===== config.mk =====
export PLATFORM = sky130hd
export DESIGN_NAME = lp_responder
export DESIGN_NICKNAME = d
export VERILOG_FILES = /design/src/rtl/lp_resp_pkg.sv /design/src/rtl/lp_req_sync.sv /design/src/rtl/lp_resp_fsm.sv /design/src/rtl/lp_resp_out.sv /design/src/rtl/lp_responder.sv
export SDC_FILE = /design/constraint.sdc
export NUM_CORES = 1
export LEC_CHECK = 0
export ABC_AREA = 0
export BUFFER_PORTS_ARGS = -buffer_cell sky130_fd_sc_hd__clkbuf_2
export CORE_AREA = 2 2 39 41
export CTS_CLUSTER_SIZE = 8
export DETAILED_ROUTE_END_ITERATION = 8
export DIE_AREA = 0 0 41 43
export GPL_TIMING_DRIVEN = 0
export PLACE_DENSITY_LB_ADDON = 0.05
export SLEW_MARGIN = 20
export SYNTH_ARGS = -nofsm -noshare
export SYNTH_HDL_FRONTEND = slang
export SYNTH_SLANG_ARGS = --single-unit
export TNS_END_PERCENT = 1

===== constraint.sdc =====
create_clock -name clk -period 2.1 [get_ports clk]
set_input_delay 0 -clock clk [delete_from_list [all_inputs] [get_ports clk]]
set_output_delay 0 -clock clk [all_outputs]
set_load 0.03 [all_outputs]

===== src/rtl/lp_resp_pkg.sv =====
// Package: shared types for the low-power handshake responder.
// Assumes nothing beyond being compiled before the modules that import it.
package lp_resp_pkg;

    // Handshake states of the responder
    typedef enum logic [2:0] {
        ST_RUN    = 3'd0,   // clocks on, no request pending
        ST_PWRDN  = 3'd1,   // accepted, waiting for power-down work
        ST_DENIED = 3'd2,   // refused, waiting for the request to drop
        ST_SLEEP  = 3'd3,   // accepted, clocks may be stopped
        ST_WAKING = 3'd4    // low power, clocks requested back
    } lp_state_t;

endpackage


===== src/rtl/lp_req_sync.sv =====
// Module: lp_req_sync
// Brings the asynchronous controller request into the local clock domain
// through a chain of STAGES flops. It assumes the request is level-held
// long enough to be seen, which the four-phase protocol guarantees.
// Reset value is 1 (no request).
module lp_req_sync #(
    parameter int STAGES = 2
) (
    input  logic clk,
    input  logic rst_n,
    input  logic async_in,
    output logic sync_out
);

    logic [STAGES-1:0] chain_q;

    generate
        for (genvar g = 0; g < STAGES; g++) begin : g_stage
            if (g == 0) begin : g_first
                // first flop samples the raw asynchronous level
                always_ff @(posedge clk) begin
                    if (!rst_n) chain_q[0] <= 1'b1;
                    else        chain_q[0] <= async_in;
                end
            end else begin : g_next
                // each later flop resolves the previous stage
                always_ff @(posedge clk) begin
                    if (!rst_n) chain_q[g] <= 1'b1;
                    else        chain_q[g] <= chain_q[g-1];
                end
            end
        end
    endgenerate

    assign sync_out = chain_q[STAGES-1];

endmodule


===== src/rtl/lp_resp_fsm.sv =====
// Module: lp_resp_fsm
// Decides between accepting and denying a low-power request and tracks
// the handshake phase. It exposes the next state so that the output
// registers can update on the same edge as the state register.
// Assumes req_low is synchronous, and that the controller holds the request
// low until the acknowledge falls.
module lp_resp_fsm
    import lp_resp_pkg::*;
#(
    parameter int BUSY_W = 2
) (
    input  logic              clk,
    input  logic              rst_n,
    input  logic              req_low,
    input  logic [BUSY_W-1:0] busy,
    input  logic              wake,
    input  logic              pd_done,
    output lp_state_t         state_nxt
);

    lp_state_t state_q;
    logic      any_busy;

    // reduce the busy vector to a single deny condition
    assign any_busy = |busy;

    // next-state decision for the four-phase handshake
    always_comb begin
        state_nxt = state_q;
        unique case (state_q)
            ST_RUN: begin
                if (req_low) state_nxt = any_busy ? ST_DENIED : ST_PWRDN;
            end
            ST_PWRDN: begin
                if (pd_done) state_nxt = ST_SLEEP;
            end
            ST_DENIED: begin
                if (!req_low) state_nxt = ST_RUN;
            end
            ST_SLEEP: begin
                if (!req_low)  state_nxt = ST_RUN;
                else if (wake) state_nxt = ST_WAKING;
            end
            ST_WAKING: begin
                if (!req_low) state_nxt = ST_RUN;
            end
            default: state_nxt = ST_RUN;
        endcase
    end

    // hold the current handshake phase
    always_ff @(posedge clk) begin
        if (!rst_n) state_q <= ST_RUN;
        else        state_q <= state_nxt;
    end

endmodule


===== src/rtl/lp_resp_out.sv =====
// Module: lp_resp_out
// Registers the handshake outputs from the next state so that every output
// comes straight from a flop, and so that clk_need and sys_ack change on the
// same edge. Assumes the next state is valid in every cycle after reset.
module lp_resp_out
    import lp_resp_pkg::*;
(
    input  logic      clk,
    input  logic      rst_n,
    input  lp_state_t state_nxt,
    output logic      ack_q,
    output logic      need_q,
    output logic      pd_q
);

    logic ack_d, need_d, pd_d;

    // decode the output levels of the coming state
    always_comb begin
        ack_d  = (state_nxt == ST_RUN) || (state_nxt == ST_PWRDN);
        need_d = (state_nxt != ST_SLEEP);
        pd_d   = (state_nxt == ST_PWRDN);
    end

    // output flops, all driven from the same edge
    always_ff @(posedge clk) begin
        if (!rst_n) begin
            ack_q  <= 1'b1;
            need_q <= 1'b1;
            pd_q   <= 1'b0;
        end else begin
            ack_q  <= ack_d;
            need_q <= need_d;
            pd_q   <= pd_d;
        end
    end

endmodule


===== src/rtl/lp_responder.sv =====
// Module: lp_responder (top)
// Peripheral-side agent of the low-power clock handshake. It synchronises
// the controller request, denies when busy, and otherwise runs the
// power-down step before it accepts. It drives the acknowledge and the
// clock-need flag. Assumes busy, wake and pd_done are in the clk domain.
module lp_responder #(
    parameter int SYNC_STAGES = 2,
    parameter int BUSY_W      = 2
) (
    input  logic              clk,
    input  logic              rst_n,
    input  logic              sys_req,
    input  logic [BUSY_W-1:0] busy,
    input  logic              wake,
    input  logic              pd_done,
    output logic              pd_req,
    output logic              sys_ack,
    output logic              clk_need
);

    import lp_resp_pkg::*;

    logic      req_s;
    logic      req_low;
    lp_state_t state_nxt;

    lp_req_sync #(.STAGES(SYNC_STAGES)) u_sync (
        .clk      (clk),
        .rst_n    (rst_n),
        .async_in (sys_req),
        .sync_out (req_s)
    );

    assign req_low = !req_s;

    lp_resp_fsm #(.BUSY_W(BUSY_W)) u_fsm (
        .clk       (clk),
        .rst_n     (rst_n),
        .req_low   (req_low),
        .busy      (busy),
        .wake      (wake),
        .pd_done   (pd_done),
        .state_nxt (state_nxt)
    );

    lp_resp_out u_out (
        .clk       (clk),
        .rst_n     (rst_n),
        .state_nxt (state_nxt),
        .ack_q     (sys_ack),
        .need_q    (clk_need),
        .pd_q      (pd_req)
    );

endmodule


==> results.txt, run 1 <==
critical path's top delay family - simple AND/OR/NAND/NOR gates
total design power - 294 uW
# diodes - 0
fmax - 736 MHz
clk buf depth - 2
Area after DPL - 370 um2
cells along the critical path - or4_4 -> a31oi_4 -> a21oi_1
share of cells above drive strength 1 - 0.311
Post-Syn Area per Cell - 10.2 um2
Core Util, Final - 0.306
largest fanout on the critical path - 8
port buffer count - 9
critical path's slowest cell - or4_4
Switch Pwr - 58.0 uW
vias in the first global route - 262
met3 WL post-DR - 34 um
delay of the slowest critical-path stage - 0.55 ns
Reg power frac - 0.541
Final nets - 54
Routed WL per cell - 9.15 um
Initial DRC Count - 2
Post-Syn Instances - 30
Tcrit/Tclk final - 0.647
Core Box Area - 1380 um2
Tmin final - 1.36 ns
Internal Power - 236 uW
area grow syn2layout - 38.5%
Skew-Pair Late Insertion Delay - 0.24 ns
Clock Root Buffer - clkbuf_4
min-delay worst type - primary input to flop
DRT antenna net count - 0
Post-Syn Nets - 37
crit path capture type - flop
FF+latch count, synth - 8
Die ar. - 1760 um2
sequential-to-total area share from yosys stat - 0.525
Worst slew margin - 0.848
total congestion overflow - 0
post-synth design cell area - 305 um2
worst path required time - 2.22 ns
post-CTS sizing - 0
Logic pwr share - 0.087
TritonCTS Buffers - 3
Place WS - 0.748 ns
# Max-Cap Violations - 0
DR vias - 261
routed wire length - 558 um
Final GP Congestion - 0.631
Starting Density - 0.221
largest net degree at the start of global routing - 9
Die Span Y - 43 um
fin worst setup slack - 0.741 ns
Yosys cell types - 15
IO Count - 10
Total GRT Usage - 0.0897
met1 wire length - 234 um
htree depth - 1
Clk pwr share - 0.372
Die X - 41 um
Final setup viols - 0
CTS tree - built
Final Hold Viols - 0
CP startpoint kind - flop
Detailed Place HPWL - 414 um
Routed met2 length - 289 um
Worst Path Buf+Inv - 0
TritonCTS Sinks - 8
first-pass GRT wire length - 1040 um
VDD IR max - 0.000261 V
worst-margin pin slew - 0.228 ns
RSZ-0062 raised after global routing - no
DR vias/cell - 4.28
TritonRoute pass-1 iters - 4
highest routed layer - met3
initial antenna violation count - 0
drt drc - 0
Clock Skew - 0.00131 ns
row cnt - 14
Switching Share - 0.198
Clock Pin Slew Worst Setup and Hold Paths - 0.05 ns
PwrDens - 695 nW/um2
Worst Path Arrival - 1.48 ns
setup_tns - 0 ns
Synth Warn # - 0
Slew Limit Fails - 0
status - finished clean
Leakage - 0.162 nW
Crit Path Category - flop to flop
post-route design area - 423 um2
[logic make-up (layout without fill, tap and decap cells)]
group           count (synthesis)  after routing  synth area share
flops                           8              8             0.525
simple gates                   16             16             0.303
compound gates                  6              6             0.172
buf+inv                         0             15                 0
[placed cells by master (no fill, tap or decap), drive strengths merged]
cell | Yosys | routed
nor2b | 2 | 2
dfxtp | 8 | 8
or4 | 1 | 1
a21oi | 1 | 1
a31oi | 1 | 1
nor2 | 3 | 3
clkbuf | 0 | 12
nand2b | 2 | 2
a32oi | 1 | 1
nand3b | 2 | 2
a22oi | 1 | 1
dlygate4sd3 | 0 | 3
and2 | 1 | 1
nand2 | 3 | 3
o21ai | 2 | 2
nor3 | 1 | 1
nor3b | 1 | 1
[cell usage after synthesis, drive strengths merged]
library cell | count | area share
a21oi | 1 | 0.016
a22oi | 1 | 0.025
a31oi | 1 | 0.070
a32oi | 1 | 0.029
and2 | 1 | 0.021
dfxtp | 8 | 0.52
nand2 | 3 | 0.037
nand2b | 2 | 0.041
nand3b | 2 | 0.049
nor2 | 3 | 0.037
nor2b | 2 | 0.041
nor3 | 1 | 0.016
nor3b | 1 | 0.025
o21ai | 2 | 0.033
or4 | 1 | 0.037
[path summary, 6_finish.rpt]
path	slack (ns)	cells past startpoint	startpoint	endpoint
min	0.15	4	busy[0]	u_fsm.state_q[0]
max	0.74	3	u_fsm.state_q[1]	u_out.ack_q
max reg2reg	0.74	3	u_fsm.state_q[1]	u_out.ack_q
min reg2reg	0.40	1	u_sync.chain_q[0]	u_sync.sync_out
[through the flow]
stage | instances | hold slack, ns
6_report | 61 | 0.150
5_1_grt | 61 | 0.159
4_1_cts | 61 | 0.141
3_5_place_dp | 55 | 0.186
3_3_place_gp | 55 | 0.184
2_1_floorplan | 30 | 0.0730
[power by group through the flow]
stage | clock network [mW] | logic (mW) | registers (mW)
2_1_floorplan | 0 | 0.0101 | 0.164
3_3_place_gp | 0 | 0.0212 | 0.162
3_5_place_dp | 0 | 0.0214 | 0.162
4_1_cts | 0.119 | 0.0259 | 0.159
5_1_grt | 0.128 | 0.0285 | 0.159
6_report | 0.109 | 0.0256 | 0.159
[state kept, by name, summed over array words and instances, names as in the netlist]
name and count:
u_fsm.state_q 3, u_out.ack_q 1, u_sync.chain_q 1, u_sync.sync_out 1, u_out.need_q 1, u_out.pd_q 1
[area by class of cell]
cell class	count	area [um2]
clock buffers	3	22.5
fillers	163	961
multi-input cells	22	145
flip-flops and latches	8	160
well taps	16	20.0
repair buffers	12	75.1
[repair_timing]
item                                   in CTS  in global routing
hold buffers                                3                  0
setup buffers                               0                  0
setup endpoints to repair                   0                  0
endpoints found under the hold margin       2                  0
[routing by layer]
metal / track usage / up-vias
met5: 0 / -
met4: 0.0400 / 0
met3: 0.0471 / 0
met2: 0.138 / 7
met1: 0.0977 / 114
li1: - / 140
[worst register-to-register path, stage by stage, from the launching register on]
cell and delay, ns:
dfxtp_1 0.36, or4_4 0.55, a31oi_4 0.23, a21oi_1 0.10
Note: power is estimated with default switching activity, not from simulation.
==> inputs of run 2 (changes only) <==
- clock period: 2.1 -> 1.17 ns (I/O delays scaled with it)
==> run 2 against run 1 <==
Against the previous run:
- cell area up 7.7%
- the run now ends with negative setup slack left
- sequential cell count unchanged
- largest cell class unchanged
- combinational power up 110%
- count of clock-buffer cells in the layout unchanged
- clock power up 83%
- critical path type unchanged
- cell count up 3.3%
- fmax up 7.1%
- sequential share of layout area down 1.3 points
==> results.txt, run 2 (synthesis gave the netlist of run 1 again) <==
vias in the first global route - 254 (-3.1%)
critical path's slowest cell - or4_4
TritonCTS Buffers - 3 (unchanged)
port buffer count - 9 (unchanged)
Total GRT Usage - 0.0846 (-0.00513)
Tmin final - 1.27 ns (-0.0906 ns)
Final nets - 56 (+3.7%)
DR vias/cell - 4.51 (+5.4%)
Die ar. - 1760 um2 (unchanged)
hold path startpoint - rst_n
Initial DRC Count - 3 (+1)
status - finished, violations left
Core Box Area - 1380 um2 (unchanged)
initial antenna violation count - 0 (unchanged)
setup slack, reg-to-reg - -0.1 ns (-0.84 ns)
Worst R2R End - u_fsm.state_q[1]
first-pass GRT wire length - 966 um (-7.2%)
most common cell after layout, fill and taps aside - clkbuf_2
delay of the slowest critical-path stage - 0.52 ns (-0.03 ns)
fmax - 788 MHz (+7.1%)
TritonRoute pass-1 iters - 2 (-2)
max reg flops - 3 (unchanged)
Final GP Congestion - 0.644 (+2.2%)
fin worst setup slack - -0.0988 ns (-0.839 ns)
Hold EP - u_out.ack_q
DR vias - 284 (+8.8%)
final hold slack - 0.0209 ns (-0.129 ns)
Tcrit/Tclk final - 1.08 (+0.437)
Clock Root Buffer - clkbuf_4
Place WS - -0.119 ns (-0.867 ns)
IO Count - 10 (unchanged)
drt drc - 0 (unchanged)
Leakage - 0.180 nW (+11%)
Crit Reg-Reg Startpoint - u_fsm.state_q[1]
Die X - 41 um (unchanged)
Worst Path Buf+Inv - 0 (unchanged)
Die Span Y - 43 um (unchanged)
htree depth - 1 (unchanged)
worst-margin pin slew - 0.221 ns (-0.00778 ns)
min-delay worst type - primary input to flop
Starting Density - 0.221 (unchanged)
TritonCTS Sinks - 8 (unchanged)
Internal Power - 426 uW (+81%)
clk buf depth - 2 (unchanged)
Non-Filler Instances - 63 (+3.3%)
setup_tns - -0.301 ns (-0.301 ns)
cells along the critical path - or4_4 -> a31oi_4 -> and2_1
Final Hold Viols - 0 (unchanged)
Switching Share - 0.205 (+0.00780)
Clock Pin Slew Worst Setup and Hold Paths - 0.05 ns (about the same)
hold path depth - 2 (-2)
Reg with most FFs - u_fsm.state_q
routed wire length - 622 um (+11%)
PwrDens - 1180 nW/um2 (+69%)
Switch Pwr - 110 uW (+89%)
Worst Path Arrival - 1.45 ns (-0.03 ns)
crit path capture type - flop
Reg power frac - 0.527 (-0.014)
share of cells above drive strength 1 - 0.447 (+0.136)
area grow syn2layout - 49.2%
largest fanout on the critical path - 4 (-4)
# diodes - 0 (unchanged)
Logic pwr share - 0.100 (+0.013)
total congestion overflow - 0 (unchanged)
reg2reg path depth - 3 (unchanged)
Clock Skew - 0.00203 ns (+0.000721 ns)
Detailed Place HPWL - 416 um (+0.29%)
Crit Path Category - flop to flop
row cnt - 14 (unchanged)
Clk pwr share - 0.373 (about the same)
# Max-Cap Violations - 0 (unchanged)
Routed WL per cell - 9.87 um (+7.9%)
CTS tree - built
VDD IR max - 0.000580 V (+120%)
most frequent cells in the layout - clkbuf_2 (9), dfxtp_1 (5), nor2_1 (3), nand2_1 (3), clkbuf_4 (3)
Worst slew margin - 0.853 (+0.00519)
Core Util, Final - 0.329 (+0.0235)
failing checks - negative setup slack
critical path's top delay family - simple AND/OR/NAND/NOR gates
cell total after placement - 55 (unchanged)
largest net degree at the start of global routing - 8 (-1)
RSZ-0062 raised after global routing - yes
Final setup viols - 4 (+4)
CP startpoint kind - flop
DRT antenna net count - 0 (unchanged)
Skew-Pair Late Insertion Delay - 0.24 ns (about the same)
worst path required time - 1.35 ns (-0.87 ns)
Slew Limit Fails - 0 (unchanged)
==> run 2: worst max path at each step <==
stage / from / end / slack [ns] / depth (start not counted)
global placement: u_sync.sync_out / u_out.ack_q / -0.12 / 3
CTS: u_fsm.state_q[1] / u_fsm.state_q[1] / -0.12 / 3
detailed placement: u_sync.sync_out / u_out.ack_q / -0.12 / 3
global route: u_fsm.state_q[1] / u_fsm.state_q[1] / -0.13 / 3
finish: u_fsm.state_q[1] / u_fsm.state_q[1] / -0.1 / 3
floorplan: u_sync.sync_out / u_out.ack_q / -0.04 / 3
==> run 2: repair_timing <==
| action | CTS | global route |
|---|---|---|
| endpoints found under the setup margin | 4 | 6 |
| resized for setup | 4 | 2 |
| setup buffers | 2 | 0 |
| endpoints found under the hold margin | 2 | 0 |
| cloned | 0 | 0 |
| pin swaps | 4 | 2 |
| hold buffers | 3 | 0 |
==> run 2: cell type report <==
type,count,area [um2]
multi-input combinational,22,154
timing repair buffer,14,92.6
sequential,8,166
fill,153,928
tap,16,20.0
clock buffer,3,22.5
==> run 2: through the flow <==
stage | total power, mW | cell area, um2
2_1_floorplan | 0.311 | 307
3_3_place_gp | 0.328 | 372
3_5_place_dp | 0.329 | 372
4_1_cts | 0.548 | 448
5_1_grt | 0.569 | 455
6_report | 0.536 | 455
==> run 2: metal layers <==
layer | GRT usage | routed length, um | share of wire | vias up
met5 | 0 | 0 | 0 | -
met4 | 0.0400 | 0 | 0 | 0
met3 | 0.0471 | 33 | 0.053 | 0
met2 | 0.125 | 355 | 0.57 | 5
met1 | 0.0942 | 234 | 0.38 | 135
li1 | - | - | - | 144
==> run 2: power by group through the flow <==
stage | Combinational (mW) | Clock, mW | Sequential [mW]
after CTS | 0.0529 | 0.213 | 0.282
after global placement | 0.0375 | 0 | 0.291
after floorplan | 0.0176 | 0 | 0.294
final | 0.0533 | 0.200 | 0.282
after global routing | 0.0592 | 0.228 | 0.282
after detailed placement | 0.0381 | 0 | 0.291
==> run 2: worst register-to-register path, delay by kind of cell (launching register included) <==
family,cells,cell delay [ns]
AND/OR/NAND/NOR,2,0.67
flip-flops,1,0.34
AO/OA/AOI/OAI,1,0.20
